[src/rtl/scan_tbl_pkg.sv]
package scan_tbl_pkg;
    // Default geometry: 32 scan columns of 16 pixels, 32 rows, groups of 4 rows.
    localparam int DEF_COLS        = 32;
    localparam int DEF_ROWS        = 32;
    localparam int DEF_PIX_PER_COL = 16;
    localparam int DEF_ROW_GROUP   = 4;

    typedef enum logic {
        SEQ_IDLE = 1'b0,
        SEQ_RUN  = 1'b1
    } seq_state_e;

    // True when v is an exact multiple of m (m > 0).
    function automatic logic is_multiple(input int v, input int m);
        return (v % m) == 0;
    endfunction
endpackage

[src/rtl/scan_win_check.sv]
module scan_win_check
    import scan_tbl_pkg::*;
#(
    parameter int NUM_COLS    = DEF_COLS,
    parameter int NUM_ROWS    = DEF_ROWS,
    parameter int PIX_PER_COL = DEF_PIX_PER_COL,
    parameter int ROW_GROUP   = DEF_ROW_GROUP,
    parameter int PXW         = 10,
    parameter int RYW         = 6,
    parameter int CIW         = 5
) (
    input  logic [PXW-1:0] win_x_i,
    input  logic [PXW-1:0] win_w_i,
    input  logic [RYW-1:0] win_y_i,
    input  logic [RYW-1:0] win_h_i,
    output logic           ok_o,
    output logic [CIW-1:0] col_lo_o,
    output logic [CIW-1:0] col_hi_o
);
    localparam int ARR_PIX = NUM_COLS * PIX_PER_COL;

    int x_v, w_v, y_v, h_v;
    logic horiz_ok, vert_ok;

    always_comb begin
        x_v = int'(win_x_i);
        w_v = int'(win_w_i);
        y_v = int'(win_y_i);
        h_v = int'(win_h_i);
        horiz_ok = is_multiple(x_v, PIX_PER_COL) && is_multiple(w_v, PIX_PER_COL)
                   && (w_v >= PIX_PER_COL) && ((x_v + w_v) <= ARR_PIX);
        vert_ok  = is_multiple(y_v, ROW_GROUP) && is_multiple(h_v, ROW_GROUP)
                   && (y_v < NUM_ROWS) && ((y_v + h_v) <= NUM_ROWS);
        ok_o     = horiz_ok && vert_ok;
        col_lo_o = CIW'(x_v / PIX_PER_COL);
        col_hi_o = CIW'(((x_v + w_v) / PIX_PER_COL) - 1);
    end
endmodule

[src/rtl/scan_row_seq.sv]
module scan_row_seq
    import scan_tbl_pkg::*;
#(
    parameter int RYW = 6,
    parameter int CIW = 5
) (
    input  logic           clk,
    input  logic           rst,
    input  logic           clr_i,
    input  logic           add_req_i,
    input  logic           win_ok_i,
    input  logic [CIW-1:0] col_lo_i,
    input  logic [CIW-1:0] col_hi_i,
    input  logic [RYW-1:0] row_y_i,
    input  logic [RYW-1:0] row_h_i,
    output logic           busy_o,
    output logic           done_o,
    output logic           ok_o,
    output logic           wr_en_o,
    output logic [RYW-1:0] wr_row_o,
    output logic [CIW-1:0] wr_col_lo_o,
    output logic [CIW-1:0] wr_col_hi_o
);
    seq_state_e     state_q;
    logic [RYW-1:0] cur_q, last_q;
    logic [CIW-1:0] lo_q, hi_q;
    logic           done_q, ok_q;

    always_ff @(posedge clk) begin
        if (rst || clr_i) begin
            state_q <= SEQ_IDLE;
            cur_q   <= '0;
            last_q  <= '0;
            lo_q    <= '0;
            hi_q    <= '0;
            done_q  <= 1'b0;
            ok_q    <= 1'b0;
        end else begin
            done_q <= 1'b0;
            case (state_q)
                SEQ_IDLE: begin
                    if (add_req_i) begin
                        if (!win_ok_i) begin
                            done_q <= 1'b1;
                            ok_q   <= 1'b0;
                        end else if (row_h_i == '0) begin
                            done_q <= 1'b1;
                            ok_q   <= 1'b1;
                        end else begin
                            state_q <= SEQ_RUN;
                            cur_q   <= row_y_i;
                            last_q  <= row_y_i + row_h_i - 1'b1;
                            lo_q    <= col_lo_i;
                            hi_q    <= col_hi_i;
                        end
                    end
                end
                SEQ_RUN: begin
                    cur_q <= cur_q + 1'b1;
                    if (cur_q == last_q) begin
                        state_q <= SEQ_IDLE;
                        done_q  <= 1'b1;
                        ok_q    <= 1'b1;
                    end
                end
                default: state_q <= SEQ_IDLE;
            endcase
        end
    end

    assign busy_o      = (state_q == SEQ_RUN);
    assign done_o      = done_q;
    assign ok_o        = ok_q;
    assign wr_en_o     = busy_o;
    assign wr_row_o    = cur_q;
    assign wr_col_lo_o = lo_q;
    assign wr_col_hi_o = hi_q;

    assert_busy_quiet_R5: assert property (@(posedge clk) disable iff (rst)
        busy_o |-> !done_o);
    assert_ignore_req_R11: assert property (@(posedge clk) disable iff (rst)
        (busy_o && add_req_i && !clr_i) |=> ($stable(last_q) && $stable(lo_q) && $stable(hi_q)));
    assert_clear_idle_R10: assert property (@(posedge clk) disable iff (rst)
        clr_i |=> (!busy_o && !done_o));
    assert_reject_quick_R3: assert property (@(posedge clk) disable iff (rst)
        (add_req_i && !busy_o && !clr_i && !win_ok_i) |=> (done_o && !ok_o && !busy_o));
endmodule

[src/rtl/scan_row_store.sv]
module scan_row_store
    import scan_tbl_pkg::*;
#(
    parameter int NUM_COLS = DEF_COLS,
    parameter int NUM_ROWS = DEF_ROWS,
    parameter int RYW      = 6,
    parameter int CIW      = 5,
    parameter int RIW      = 5,
    parameter int CNTW     = 6,
    parameter int TOTW     = 11
) (
    input  logic                clk,
    input  logic                rst,
    input  logic                clr_i,
    input  logic                wr_en_i,
    input  logic [RYW-1:0]      wr_row_i,
    input  logic [CIW-1:0]      wr_col_lo_i,
    input  logic [CIW-1:0]      wr_col_hi_i,
    input  logic [RYW-1:0]      rd_row_i,
    input  logic [CIW:0]        rd_col_i,
    output logic [NUM_COLS-1:0] rd_mask_o,
    output logic [CNTW-1:0]     rd_cnt_o,
    output logic [CIW-1:0]      rd_min_col_o,
    output logic [CIW-1:0]      rd_max_col_o,
    output logic                rd_hit_o,
    output logic [TOTW-1:0]     total_o,
    output logic [RIW-1:0]      min_row_o,
    output logic [RIW-1:0]      max_row_o
);
    logic [NUM_COLS-1:0] mask_a [NUM_ROWS];
    logic [CNTW-1:0]     cnt_a  [NUM_ROWS];
    logic [CIW-1:0]      minc_a [NUM_ROWS];
    logic [CIW-1:0]      maxc_a [NUM_ROWS];

    logic [NUM_COLS-1:0] span;
    logic [NUM_COLS-1:0] sel_old;
    logic [CNTW-1:0]     add_cnt;
    logic                row_in;
    logic [RIW-1:0]      wr_idx;

    // Column c maps to bit NUM_COLS-1-c (column 0 is the MSB).
    always_comb begin
        for (int i = 0; i < NUM_COLS; i++) begin
            span[NUM_COLS-1-i] = (CIW'(i) >= wr_col_lo_i) && (CIW'(i) <= wr_col_hi_i);
        end
    end

    assign row_in  = wr_en_i && (wr_row_i < RYW'(NUM_ROWS));
    assign wr_idx  = wr_row_i[RIW-1:0];
    assign sel_old = row_in ? mask_a[wr_idx] : '0;
    assign add_cnt = CNTW'($countones(span & ~sel_old));

    for (genvar r = 0; r < NUM_ROWS; r++) begin : g_row
        logic [NUM_COLS-1:0] mask_q;
        logic [CNTW-1:0]     cnt_q;
        logic [CIW-1:0]      minc_q, maxc_q;
        logic                hit;

        assign hit = row_in && (wr_row_i == RYW'(r));

        always_ff @(posedge clk) begin
            if (rst || clr_i) begin
                mask_q <= '0;
                cnt_q  <= '0;
                minc_q <= '0;
                maxc_q <= '0;
            end else if (hit) begin
                mask_q <= mask_q | span;
                cnt_q  <= cnt_q + add_cnt;
                if (cnt_q == '0) begin
                    minc_q <= wr_col_lo_i;
                    maxc_q <= wr_col_hi_i;
                end else begin
                    if (wr_col_lo_i < minc_q) minc_q <= wr_col_lo_i;
                    if (wr_col_hi_i > maxc_q) maxc_q <= wr_col_hi_i;
                end
            end
        end

        assign mask_a[r] = mask_q;
        assign cnt_a[r]  = cnt_q;
        assign minc_a[r] = minc_q;
        assign maxc_a[r] = maxc_q;

        assert_col_order_R8: assert property (@(posedge clk) disable iff (rst)
            (cnt_q != '0) |-> (minc_q <= maxc_q));
    end

    logic [TOTW-1:0] total_q;
    logic [RIW-1:0]  min_row_q, max_row_q;

    always_ff @(posedge clk) begin
        if (rst || clr_i) begin
            total_q   <= '0;
            min_row_q <= '0;
            max_row_q <= '0;
        end else if (row_in) begin
            total_q <= total_q + TOTW'(add_cnt);
            if (total_q == '0) begin
                min_row_q <= wr_idx;
                max_row_q <= wr_idx;
            end else begin
                if (wr_idx < min_row_q) min_row_q <= wr_idx;
                if (wr_idx > max_row_q) max_row_q <= wr_idx;
            end
        end
    end

    // Read port.
    logic           rd_row_ok, rd_col_ok;
    logic [CIW-1:0] bit_idx;

    always_comb begin
        rd_row_ok = rd_row_i < RYW'(NUM_ROWS);
        rd_col_ok = rd_col_i < (CIW+1)'(NUM_COLS);
        bit_idx   = CIW'(NUM_COLS - 1) - rd_col_i[CIW-1:0];
        if (rd_row_ok) begin
            rd_mask_o    = mask_a[rd_row_i[RIW-1:0]];
            rd_cnt_o     = cnt_a[rd_row_i[RIW-1:0]];
            rd_min_col_o = minc_a[rd_row_i[RIW-1:0]];
            rd_max_col_o = maxc_a[rd_row_i[RIW-1:0]];
        end else begin
            rd_mask_o    = '0;
            rd_cnt_o     = '0;
            rd_min_col_o = '0;
            rd_max_col_o = '0;
        end
        rd_hit_o = rd_row_ok && rd_col_ok && rd_mask_o[bit_idx];
    end

    assign total_o   = total_q;
    assign min_row_o = min_row_q;
    assign max_row_o = max_row_q;

    assert_total_hold_R3: assert property (@(posedge clk) disable iff (rst)
        (!wr_en_i && !clr_i) |=> $stable(total_q));
    assert_total_grow_R6: assert property (@(posedge clk) disable iff (rst)
        !clr_i |=> (total_q >= $past(total_q)));
    assert_row_order_R7: assert property (@(posedge clk) disable iff (rst)
        (total_q != '0) |-> (min_row_q <= max_row_q));
    assert_clear_empty_R10: assert property (@(posedge clk) disable iff (rst)
        clr_i |=> (total_q == '0));
endmodule

[src/rtl/scan_table_builder.sv]
module scan_table_builder
    import scan_tbl_pkg::*;
#(
    parameter int NUM_COLS    = DEF_COLS,
    parameter int NUM_ROWS    = DEF_ROWS,
    parameter int PIX_PER_COL = DEF_PIX_PER_COL,
    parameter int ROW_GROUP   = DEF_ROW_GROUP,
    localparam int PXW  = $clog2(NUM_COLS * PIX_PER_COL) + 1,
    localparam int RYW  = $clog2(NUM_ROWS) + 1,
    localparam int CIW  = $clog2(NUM_COLS),
    localparam int RIW  = $clog2(NUM_ROWS),
    localparam int CNTW = $clog2(NUM_COLS + 1),
    localparam int TOTW = $clog2(NUM_COLS * NUM_ROWS + 1)
) (
    input  logic                clk,
    input  logic                rst,
    input  logic                clr_i,
    input  logic                add_req_i,
    input  logic [PXW-1:0]      win_x_i,
    input  logic [PXW-1:0]      win_w_i,
    input  logic [RYW-1:0]      win_y_i,
    input  logic [RYW-1:0]      win_h_i,
    output logic                busy_o,
    output logic                done_o,
    output logic                ok_o,
    input  logic [RYW-1:0]      rd_row_i,
    input  logic [CIW:0]        rd_col_i,
    output logic [NUM_COLS-1:0] rd_mask_o,
    output logic [CNTW-1:0]     rd_cnt_o,
    output logic [CIW-1:0]      rd_min_col_o,
    output logic [CIW-1:0]      rd_max_col_o,
    output logic                rd_hit_o,
    output logic [TOTW-1:0]     total_o,
    output logic [RIW-1:0]      min_row_o,
    output logic [RIW-1:0]      max_row_o
);
    logic           win_ok;
    logic [CIW-1:0] col_lo, col_hi;
    logic           wr_en;
    logic [RYW-1:0] wr_row;
    logic [CIW-1:0] wr_lo, wr_hi;

    scan_win_check #(
        .NUM_COLS(NUM_COLS), .NUM_ROWS(NUM_ROWS), .PIX_PER_COL(PIX_PER_COL),
        .ROW_GROUP(ROW_GROUP), .PXW(PXW), .RYW(RYW), .CIW(CIW)
    ) u_check (
        .win_x_i(win_x_i), .win_w_i(win_w_i), .win_y_i(win_y_i), .win_h_i(win_h_i),
        .ok_o(win_ok), .col_lo_o(col_lo), .col_hi_o(col_hi)
    );

    scan_row_seq #(.RYW(RYW), .CIW(CIW)) u_seq (
        .clk(clk), .rst(rst), .clr_i(clr_i), .add_req_i(add_req_i),
        .win_ok_i(win_ok), .col_lo_i(col_lo), .col_hi_i(col_hi),
        .row_y_i(win_y_i), .row_h_i(win_h_i),
        .busy_o(busy_o), .done_o(done_o), .ok_o(ok_o),
        .wr_en_o(wr_en), .wr_row_o(wr_row), .wr_col_lo_o(wr_lo), .wr_col_hi_o(wr_hi)
    );

    scan_row_store #(
        .NUM_COLS(NUM_COLS), .NUM_ROWS(NUM_ROWS), .RYW(RYW), .CIW(CIW),
        .RIW(RIW), .CNTW(CNTW), .TOTW(TOTW)
    ) u_store (
        .clk(clk), .rst(rst), .clr_i(clr_i),
        .wr_en_i(wr_en), .wr_row_i(wr_row), .wr_col_lo_i(wr_lo), .wr_col_hi_i(wr_hi),
        .rd_row_i(rd_row_i), .rd_col_i(rd_col_i),
        .rd_mask_o(rd_mask_o), .rd_cnt_o(rd_cnt_o),
        .rd_min_col_o(rd_min_col_o), .rd_max_col_o(rd_max_col_o), .rd_hit_o(rd_hit_o),
        .total_o(total_o), .min_row_o(min_row_o), .max_row_o(max_row_o)
    );
endmodule

[config.mk]
export PLATFORM = sky130hd
export DESIGN_NAME = scan_table_builder
export DESIGN_NICKNAME = d
export VERILOG_FILES = /design/src/rtl/scan_tbl_pkg.sv /design/src/rtl/scan_win_check.sv /design/src/rtl/scan_row_seq.sv /design/src/rtl/scan_row_store.sv /design/src/rtl/scan_table_builder.sv
export SDC_FILE = /design/constraint.sdc
export NUM_CORES = 2
export LEC_CHECK = 0
export ABC_AREA = 1
export BUFFER_PORTS_ARGS = -buffer_cell sky130_fd_sc_hd__buf_2
export CORE_AREA = 3 3 456 458
export CTS_BUF_LIST = sky130_fd_sc_hd__clkbuf_2 sky130_fd_sc_hd__clkbuf_4 sky130_fd_sc_hd__clkbuf_8
export DETAILED_ROUTE_END_ITERATION = 10
export DIE_AREA = 0 0 459 461
export PLACE_DENSITY = 0.65
export SYNTH_ARGS = -nofsm -noshare
export SYNTH_HDL_FRONTEND = slang
export SYNTH_SLANG_ARGS = --single-unit
export TNS_END_PERCENT = 30
[constraint.sdc]
create_clock -name clk -period 12.1 [get_ports clk]
set_clock_uncertainty 0.05 [all_clocks]
set_input_delay 0.605 -clock clk [delete_from_list [all_inputs] [get_ports clk]]
set_output_delay 0.605 -clock clk [all_outputs]
set_load 0.005 [all_outputs]
Yosys cells after proc, flatten, opt, wreduce, memory -nomap -nowiden --
Cells that the tools add are included.
Word-level totals: output and inout port bits 73, memories 0, logic and storage cells 849, bits of input ports 48, ROM bits 0, register bits 1582, latch bits 0, bits in writable memories 0
Operators by class: multiplexer cells 173, div/mod/pow operators 0, shift-type cells 0, equal/unequal tests 37, reduce and logical (&&, ||, !) cells 250, bitwise logic cells 39, $add $sub $neg 72, multiply operators 0, $lt $le $gt $ge 140
Operator list (count):
- $or 32x32->32 | 32
- $mux 5 | 138
- $bmux 32 s5 | 2
- $add 6x6->6 | 48
- $logic_not 6->1 | 34
- $mux 32 | 6
- $gt 5x5->1 | 33
- $lt 5x5->1 | 33
- $reduce_and 2->1 | 66
- $reduce_bool 2->1 | 66
- $logic_not 32->1 | 4
- $eq 6x5->1 const B | 16
- $ge 5x5->1 const A | 16
- $le 5x5->1 const A | 16
- $logic_and 1x1->1 | 74
- $bmux 5 s5 | 2
- $eq 6x4->1 const B | 8
- $ge 4x5->1 const A | 8
- $le 4x5->1 const A | 8
- $mux 6 | 6
- $add 1x1->2 | 16
- $and 32x32->32 | 1
- $le 32x7->1 const B | 1
- $not 32->32 | 1
- 39 further kinds | 76

Logic depth before layout (Yosys ltp) --
word-level depth 13, mapped depth 40, gate-level depth less buffers 37

By module --
A second synthesis with hierarchy kept.
Second synthesis, totals: cells, all modules 13024, area, all modules 90082.6 sq um
By module, submodules not included:
- scan_row_store | cells an instance 12629, times used 1, area each 87552.7 sq um, seq. area each 31169.9 sq um
- scan_row_seq | cells an instance 213, times used 1, area each 1483.9 sq um, seq. area each 500.5 sq um
- scan_win_check | cells an instance 182, times used 1, area each 1046.0 sq um, seq. area each 0.0 sq um

Least setup slack after synthesis --
Ideal clock, no wire load.
path type register -> register, start register u_seq.hi_q[4] (netlist: u_seq.wr_col_hi_o[4]), end register u_store.total_q[10] (netlist: u_store.total_o[10]), path buffers 3, path slack 3.214 ns, required time 11.972 ns, arrival time 8.758 ns, stages on the path, launching flop included 31, clock period less this slack 8.886 ns, path through dfxtp_1 > buf_2 > inv_2 > clkbuf_1 > a211oi_1 > clkbuf_1 > o221a_2 > ha_1 > inv_1 > fa_1 > fa_1 > inv_1 > fa_1 > fa_1 > inv_1 > fa_1 > inv_1 > ha_1 > inv_1 > fa_1 > xnor2_1 > ha_1 > a21o_1 > a31oi_1 > o211ai_1 > nand2_1 > nor2_1 > inv_1 > nor2_1 > and3_1 > nor3_1
Between the ends: cells in the longest elaborated chain, start to end 9, elaborated cells between the ends (all ways) 97
Ends and longest elaborated chain:
- from (decl) | line scan_row_seq.sv:26 | logic [CIW-1:0] lo_q, hi_q;
- from (signal assigned) | line scan_row_seq.sv:54 | hi_q <= col_hi_i;
- $le 5x5->1 (tied with other cells) | line scan_row_store.sv:44 | span[NUM_COLS-1-i] = (CIW'(i) >= wr_col_lo_i) && (CIW'(i) <= wr_col_hi_i);
- $logic_and 1x1->1 | line scan_row_store.sv:44
- $and 32x32->32 * | line scan_row_store.sv:51 | assign add_cnt = CNTW'($countones(span & ~sel_old));
- $add 1x1->2 (implied by the code) | line scan_row_store.sv:51
- $add 6x6->6 (implied by the code) (3 in a row) | line scan_row_store.sv:51
- $add 6x6->6 (implied by the code) * | line scan_row_store.sv:51
- $add 11x6->11 * | line scan_row_store.sv:98 | total_q <= total_q + TOTW'(add_cnt);
- to (signal assigned) | line scan_row_store.sv:98
- to (decl) | line scan_row_store.sv:89 | logic [TOTW-1:0] total_q;
Mark *: on every way between the ends. The rest lies on a longest branch, timed or not. A chain may end at the register's enable or synchronous reset.

Worst setup path after layout --
start register u_seq.cur_q[0] (netlist: u_seq.wr_row_o[0]), end register u_store.g_row[19].cnt_q[5]
Between the ends: cells in the longest elaborated chain, start to end 13, elaborated cells between the ends (all ways) 43
Ends and longest elaborated chain:
- from (decl) | line scan_row_seq.sv:25 | logic [RYW-1:0] cur_q, last_q;
- from (signal assigned) | line scan_row_seq.sv:51 | cur_q <= row_y_i;
- from (signal assigned) | line scan_row_seq.sv:59 | cur_q <= cur_q + 1'b1;
- $not 5->6 (implied by the code) | line scan_row_store.sv:50 | assign sel_old = row_in ? mask_a[wr_idx] : '0;
- $bmux 32 s5 | line scan_row_store.sv:50
- $mux 32 (implied by the code) (2 in a row) | line scan_row_store.sv:50
- $mux 32 | line scan_row_store.sv:50
- $not 32->32 | line scan_row_store.sv:51
- $and 32x32->32 | line scan_row_store.sv:51
- $add 1x1->2 (implied by the code) | line scan_row_store.sv:51
- $add 6x6->6 (implied by the code) (4 in a row) | line scan_row_store.sv:51
- $add 6x6->6 | line scan_row_store.sv:69 | cnt_q <= cnt_q + add_cnt;
- to (signal assigned) | line scan_row_store.sv:69
- to (decl) | line scan_row_store.sv:55 | logic [CNTW-1:0] cnt_q;
Several ways; a longest one is shown, not always the timed one. The select of a mux whose other input is x is not followed.

==> metrics <==
WP data arrival between 10 and 15 ns; most used routing layer met2; DRC violations left 0; synth warn 0; hpwl dp approximately 220000 um; die height 461 um; setup violators final 0; share of layout cells above drive strength 1 under 10%; worst skew pair latency about 1.1 ns; most common cell after layout, fill and taps aside a21oi_1; crit path capture type register; EDFF count, synth 0; postcts setup bufs 0; async set or reset register ratio after synthesis 0%; fmax between 100 and 150 MHz; total grt overflow 0; global-route met2 utilization 50.1%; Synth Area per Inst just under 7 um^2; startpoint type of the worst setup path register; minimum clock period around 10 ns; pin count of the biggest net entering global routing 199; DRT iter0 DRCs approximately 13000; max-cap viol count 0; Final Core Density roughly half; Initial Util 44.8%; met1 GRT Util 43.3%; reg2reg start u_seq.wr_row_o[0]; crit path kind reg2reg; post-route worst setup slack 2.32 ns; Mapped Area just over 90000 um^2; Port Buffers between 100 and 150; CORE AREA 204000 um^2; unrepaired setup endpoints after global routing false; power density over cell area between 100 and 150 nW/um^2; placer congestion estimate around 0.95; Fin. Hold Viols 0; Crit path largest cell delay 1.00 ns; Max VDD drop between 0.0001 and 0.00015 V; Post-DRT Antenna Nets 0; # fillers between 20000 and 25000; Synth Instances approximately 13000; dpl cells about 15000; CP Data Required Time ~13 ns; Crit Path Max Fanout approximately 150; Netlist cell types a little over 60; GR Util met3 under 10%; Final nets between 10000 and 15000; H-Tree Depth 5; P&R area growth vs syn 8.92%; drt wl/cell about 23 um; CTS Root Cell clkbuf_8; Clock Path Buffers 4; CTS tree yes; Die W 459 um; Tot Pwr between 10 and 15 mW; most frequent cells in the layout 2560 x a21oi_1, 1989 x nand2_1, 1570 x dfxtp_1, 1488 x o21ai_0, 1285 x inv_1; Reg2Reg Setup Slack approximately 2.3 ns; Synth Flop Type dfxtp_1; sequential-to-total area share from yosys stat 34.6%; cts bufs inserted a little under 300; #FFs+latches synth roughly 1600; headroom to the max-slew limit between 10% and 20%; total track usage 33.3%; syn_nets between 10000 and 15000; first-pass GRT wire length roughly 550000 um; slowest CP cell nor4_1; Worst Hold Launch win_y_i[0]; # IOs 121; status complete, no violations; initial antenna violation count 28; DR vias ~97000; leak pwr between 30 and 40 nW; setup total negative slack 0 ns; row cnt between 150 and 200; 1st-pass router iterations 8; pins over their slew limit 0; DP Worst Slack 2.68 ns; worst-margin pin slew between 1 and 1.5 ns; CTS sink cnt ~1600; clock-pin transition on the worst setup and hold timing paths about 0.060 ns; WL final around 370000 um; Min-Delay Path Class in2reg; CP startpoint u_seq.wr_row_o[0]; vias in the first global route about 89000; die area about 210000 um^2; final cell count without fillers between 15000 and 20000; Period Utilization, post-route roughly four fifths; vias per cell about 6
cells by family after synthesis:
logic type	after synthesis	synth area share (%)
AO/OA/AOI/OAI	4628	26.8
XOR/XNOR	152	1.46
adder cells (fa/ha/maj)	579	8.42
buffers and inverters	2322	10.1
flip-flops	1582	34.6
AND/OR/NAND/NOR	4064	18.6
power breakdown:
part / leakage (nW) / total (mW) / internal, mW / switching [mW]
clock: 3.37 / 5.68 / 3.25 / 2.43
sequential: 12.7 / 5.21 / 5.21 / 0.000132
combinational: 20.2 / 0.729 / 0.167 / 0.562
stage by stage:
stage	cell area (um^2)	hold WS, ns
2_1_floorplan	91500	0.384
3_3_place_gp	93200	0.396
3_5_place_dp	93200	0.402
4_1_cts	99700	0.000572
5_1_grt	99700	0.118
6_report	99700	0.0967
metal layers:
layer	share of wire, %	vias up	routed length, um
li1	-	44043	-
met1	39	45207	146000
met2	42	5947	155000
met3	12	1297	44700
met4	6.7	18	24700
met5	0.032	-	118
timing repair:
item,4_1_cts,5_1_grt
gates resized for setup,0,0
endpoints found under the hold margin,35,0
hold buffers,15,0
path summary, 6_finish.rpt:
kind	end	cells past startpoint
worst max register to register	u_store.g_row[19].cnt_q[5]	31
worst min register to register	u_store.g_row[26].minc_q[0]	2
worst min-delay path	u_seq.last_q[0]	6
worst max-delay path	u_store.g_row[19].cnt_q[5]	31
worst max-delay path: cells and delay by family (launching register included):
kind	cells	cell delay [ns]
adders and majority gates	9	3.61
AOI/OAI and AO/OA	8	1.42
and+or+nand+nor	3	1.23
DFF	1	0.53
buffers and inverters	10	2.35
xor gates and xnor gates	1	0.20
cells in the mapped netlist (20+ instances only):
cell type  number  share of area (%)
a21o_1         38               0.31
a21oi_1      2566                 14
a31oi_1        60               0.41
and2_1         20               0.14
and3_1         46               0.31
buf_1          84               0.34
buf_2         347                1.9
clkbuf_1      537                2.2
dfxtp_1      1582                 35
fa_1           62                1.4
ha_1          517                7.1
inv_1        1291                5.3
inv_2          31               0.13
nand2_1      1990                8.2
nand3_1       874                4.8
nand4_1        56               0.38
nor2_1        938                3.8
nor3_1         34               0.19
nor4_1         79               0.54
o211ai_1       29               0.24
o21a_1        211                1.7
o21ai_0      1488                8.1
o21ai_1        62               0.34
o221ai_1       43               0.41
o22ai_1        36               0.25
xnor2_1        76               0.73
xor2_1         75               0.72
area by class of cell:
type                       instances  area (um^2)  share of cell area (%)
clock inverter                    36          325                   0.326
clock buffer                     473         6020                    6.04
inverter                        1329         5050                    5.06
tap                             2688         3360                    3.37
multi-input combinational       9423        51000                    51.1
sequential                      1582        31700                    31.8
antenna                           10         25.0                  0.0251
timing repair buffer             302         2250                    2.26
registers in the layout, indices dropped and copies added (netlist names), 6 cells and up:
signal                cells
u_seq.last_q              6
u_seq.wr_row_o            6
u_store.g_row.cnt_q     192
u_store.g_row.mask_q   1024
u_store.g_row.maxc_q    160
u_store.g_row.minc_q    160
u_store.total_o          11
(Power assumes the default switching activity.)
